### src/rtl/fpu_csr_reg.sv
module fpu_csr_reg #(
  parameter int DATA_W = 32,
  parameter int KEEP_W = 12,
  parameter int NFLAG  = 5
) (
  input  logic              clk,
  input  logic              rst_n,
  input  logic              wr_en,
  input  logic [DATA_W-1:0] wr_data,
  output logic [DATA_W-1:0] rd_data,
  input  logic              flag_vld,
  input  logic [NFLAG-1:0]  flag_bits,
  output logic [1:0]        round_mode,
  output logic              exc_req
);
  localparam int POS_EN  = 0;
  localparam int POS_RM  = 1;
  localparam int POS_OVF = 3;
  localparam int POS_UNF = 4;
  localparam int POS_INV = 5;
  localparam int POS_INX = 6;
  localparam int POS_DZ  = 7;

  logic [KEEP_W-1:0] csr_q;
  logic [KEEP_W-1:0] flag_set;
  logic              report_hit;

  always_comb begin
    flag_set          = '0;
    flag_set[POS_INV] = flag_bits[0];
    flag_set[POS_OVF] = flag_bits[1];
    flag_set[POS_UNF] = flag_bits[2];
    flag_set[POS_DZ]  = flag_bits[3];
    flag_set[POS_INX] = flag_bits[4];
  end

  assign report_hit = flag_vld && !wr_en && (|flag_bits);

  always_ff @(posedge clk or negedge rst_n) begin
    if (!rst_n) begin
      csr_q   <= '0;
      exc_req <= 1'b0;
    end else begin
      if (wr_en)
        csr_q <= wr_data[KEEP_W-1:0];
      else if (report_hit)
        csr_q <= csr_q | flag_set;
      exc_req <= report_hit && csr_q[POS_EN];
    end
  end

  assign rd_data    = {{(DATA_W-KEEP_W){1'b0}}, csr_q};
  assign round_mode = csr_q[POS_RM +: 2];
endmodule

### config.mk
export PLATFORM = sky130hd
export DESIGN_NAME = fpu_csr_reg
export DESIGN_NICKNAME = d
export VERILOG_FILES = /design/src/rtl/fpu_csr_reg.sv
export SDC_FILE = /design/constraint.sdc
export NUM_CORES = 1
export LEC_CHECK = 0
export ABC_AREA = 1
export CAP_MARGIN = 30
export CORE_UTILIZATION = 35
export CTS_BUF_LIST = sky130_fd_sc_hd__clkbuf_16
export CTS_CLUSTER_SIZE = 10
export DETAILED_ROUTE_END_ITERATION = 7
export DONT_BUFFER_PORTS = 1
export HOLD_SLACK_MARGIN = 0.12
export SLEW_MARGIN = 40
export SYNTH_ARGS = -nofsm -noshare
export SYNTH_HDL_FRONTEND = slang
export SYNTH_SLANG_ARGS = --single-unit
### constraint.sdc
create_clock -name clk -period 2.3 [get_ports clk]
set_input_delay 0.345 -clock clk [delete_from_list [all_inputs] [get_ports clk]]
set_output_delay 0.345 -clock clk [all_outputs]
set_load 0.03 [all_outputs]
Yosys cells after proc, flatten, opt, wreduce, memory -nomap -nowiden
Index checks and enable logic that the tools add are counted.
Operators by class
  add/sub/neg operators: 0
  $mul: 0
  divide/modulo/power cells: 0
  magnitude comparators: 0
  eq/ne operators: 0
  shift-type cells: 0
  muxes and demuxes: 2
  bitwise gates (word level): 1
  reductions and logical operators: 6
Operators with widths (number)
  two-way mux 12 bit: 2
  OR 12 x 8 -> 12 bit: 1
  OR reduction 5 bit: 1
  logical AND 1 bit: 3
  nonzero test 2 bit: 1
  logical NOT 1 bit: 1
Storage, ports and cells
  register bits: 13
  bits in latches: 0
  memory bits (writable): 0
  memory bits (read-only): 0
  output and inout bits: 35
  memories: 0

Depth between registers and ports, before layout
  depth after elaboration: 5
  gate-level depth with buffers: 6
  depth with buffers taken out: 6

Worst setup path before layout
No wires, ideal clock.
  path type: register to output
  start point: reg csr_q[1]
  end point: out round_mode[0]
  arrival: 0.721 ns
  slack: 1.234 ns
  cell stages (with the launch flop): 2
  cells stage by stage: dfrtp_1 -> buf_4
RTL lines
  from (decl): RTL line 24  | logic [KEEP_W-1:0] csr_q;
  from (signal assigned): RTL line 45  | csr_q <= wr_data[KEEP_W-1:0];
  from (signal assigned): RTL line 47  | csr_q <= csr_q | flag_set;
  to (decl): RTL line 13  | output logic [1:0] round_mode,
No word-level cell between the ends.

Worst setup path after layout
  start point: reg csr_q[1]
  end point: out round_mode[0]
No word-level cell between the ends.

==> run summary <==
- **clock-pin slew on the worst setup and hold paths** 0.04 ns
- **power share of the sequential group** 0.446
- **number of storage elements in the synthesis netlist** 13
- **detailed-route wire length** 1310 um
- **Avg Cell Area, Syn** 7.63 um2
- **via/cell ratio** 4.33
- **Root Buffer Master** clkbuf_16
- **clock insertion delay at the later pin of the skew report** 0.23 ns
- **power dissipated by switching net loads** 0.230 mW
- **Synth Instances** 99
- **H-tree depth reported by CTS** 1
- **# rows** 16
- **Die Height** 48.5 um
- **antenna diode instance count** 0
- **worst relative slew slack** 0.609
- **required time worst endpoint** 1.96 ns
- **dominant register cell in the synthesized netlist** dfrtp_1
- **endpoint class of the critical path** primary output
- **maximum operating frequency** 0.785 GHz
- **Clock Skews** 0.0000195 ns
- **worst setup slack after placement** 1.27 ns
- **path class of the lowest-slack min-delay path** primary input to flip-flop
- **cts bufs inserted** 3
- **final worst slack** 1.03 ns
- **switching share of power** 0.316
- **internal power of the cells** 0.499 mW
- **unique cell type count in the Yosys netlist** 11
- **setup repair after global routing missed its margin** false
- **fraction of layout instances using a drive strength above 1** 0.0606
- **Pre-Repair DR Iteration Count** 4
- **max-slew violation total from the final report** 0
- **outcome** finished clean
- **most common cell in the synthesized netlist** nand2_1
- **layout overhead on the synthesized area** 2.15%
- **vias in the first global route** 467
- **slew at the pin with the worst max-slew slack** 0.584 ns
- **post-CTS setup buffer count** 0
- **FFs w/ async S/R, synth** 1.00
- **YS warnings** 0
- **first-pass GRT wire length** 2070 um
- **Vias** 545
- **maximum number of pins on one net before global-route repair** 18
- **initial DRC count** 8
- **PwrDens** 944 nW/um2
- **chip width** 48.5 um
- **cell types with the largest area share after synthesis** dfrtp_1 (43%), buf_4 (23%), nand2_1 (19%)
- **setup TNS** 0 ns
- **top cell type's share of synthesized area** 0.430
- **total half-perimeter wirelength after legalization and detailed placement** 983 um
- **CTS Buffer Depth** 2
- **clock tree from TritonCTS** yes
- **boundary pin count** 76
- **crit-path max FO** 3
- **number of maximum-capacitance violations** 0
- **initial cell density of the core** 0.378
- **Die Outline Area** 2350 um2
- **Setup violations, final** 0
- **Max VDD drop** 0.000384 V
- **clock share of power** 0.429
- **core region area** 2000 um2
- **initial antenna violation count** 0
- **arrival time at the worst endpoint** 0.93 ns
- **routed length per instance** 10.4 um
- **Residual DRC** 0
- **shortest clock period the worst path allows after layout** 1.27 ns
- **number of flops mapped to enable cells by yosys** 0
- **GRT Util Overall** 0.117
- **sequential area share after synthesis** 0.430
- **final critical-path share of the clock period** 0.554
- **leakage power total** 0.437 nW
- **# clock sinks** 13
- **I/O Buffers** 0
- **most used standard cells in the synthesized netlist** nand2_1 (39), buf_4 (23), dfrtp_1 (13), nand3_1 (6), o21ai_0 (6)
- **CP Launch Type** flip-flop
- **category of the critical setup timing path** flip-flop to primary output
- **Remaining Overflow, GRT** 0
- **synthesized area** 756 um2
- **remaining antenna violation count** 0
- **Nets** 141
- **Routability Congestion** 0.725
- **combinational group share of total power** 0.125
- **Final Hold Viols** 0
- **library cell with the largest summed area after synthesis** dfrtp_1
[flip-flops by register name, indices dropped and copies added (netlist names)]
signal	cells
csr_q	12
exc_req	1
[cell usage in the layout (no fill, tap or decap)]
cell	n
clkbuf_16	3
conb_1	20
dfrtp_1	13
dlygate4sd3_1	1
inv_1	4
inv_2	1
nand2_1	39
nand2_2	2
nand3_1	6
nor2_1	4
o21ai_0	6
[metal layers]
metal	wire [um]	global-route usage	vias to the layer above
met4	12	0.0637	0
met5	0	0	-
li1	-	-	263
met2	647	0.188	23
met1	558	0.139	257
met3	87	0.0346	2
[per-stage QoR]
stage / total power, mW / instances / hold WS [ns] / cell area [um2] / util
after floorplan: 0.437 / 118 / 0.0494 / 827 / -
after global placement: 0.412 / 121 / 0.0498 / 683 / 0.341
after detailed placement: 0.415 / 121 / 0.0497 / 683 / 0.341
after CTS: 0.742 / 126 / 0.213 / 772 / 0.386
after global routing: 0.764 / 126 / 0.218 / 772 / 0.386
final: 0.729 / 126 / 0.217 / 772 / 0.386
[power groups by stage]
stage                     logic [mW]  registers, mW  clock network (mW)
after global placement        0.0843          0.328                   0
after floorplan                0.120          0.317                   0
after detailed placement      0.0858          0.329                   0
after global routing           0.103          0.328               0.333
after CTS                     0.0918          0.325               0.325
final                         0.0910          0.325               0.313
[worst paths after layout]
check / start / endpoint / slack, ns / cells past startpoint
min reg2reg: csr_q[8]$_DFFE_PN0P_ / csr_q[8]$_DFFE_PN0P_ / 0.68 / 2
min in group asynchronous: rst_n / csr_q[7]$_DFFE_PN0P_ / 0.55 / 1
min: wr_en / csr_q[0]$_DFFE_PN0P_ / 0.22 / 1
max reg2reg: csr_q[3]$_DFFE_PN0P_ / csr_q[3]$_DFFE_PN0P_ / 1.27 / 4
max: csr_q[1]$_DFFE_PN0P_ / round_mode[0] / 1.03 / 0
max in group asynchronous: rst_n / csr_q[10]$_DFFE_PN0P_ / 1.37 / 1
[cells by family after synthesis]
family,synth area share
AND/OR/NAND/NOR,0.270
buffers and inverters,0.255
flip-flops,0.430
AO/OA/AOI/OAI,0.0397
other,0.00496
[area by class of cell]
type | instances | area, um2
fillers | 226 | 1230
flip-flops and latches | 13 | 325
multi-input cells | 77 | 309
clock buffers | 3 | 75.1
well taps | 27 | 33.8
inverters | 4 | 15.0
repair buffers | 1 | 10.0
clock inverters | 1 | 3.75
[repair_timing]
item                                    CTS  global route
gates resized for setup                   0             0
endpoints found under the setup margin    0             0
hold endpoints to repair                 13             0
hold buffers                              1             0
[worst register-to-register path, stage by stage, from the launching register on]
cell	delay (ns)
dfrtp_1	0.50
o21ai_0	0.24
nand2_1	0.07
nand2_1	0.07
nand2_1	0.04
Power figures use the tool's default switching activity.
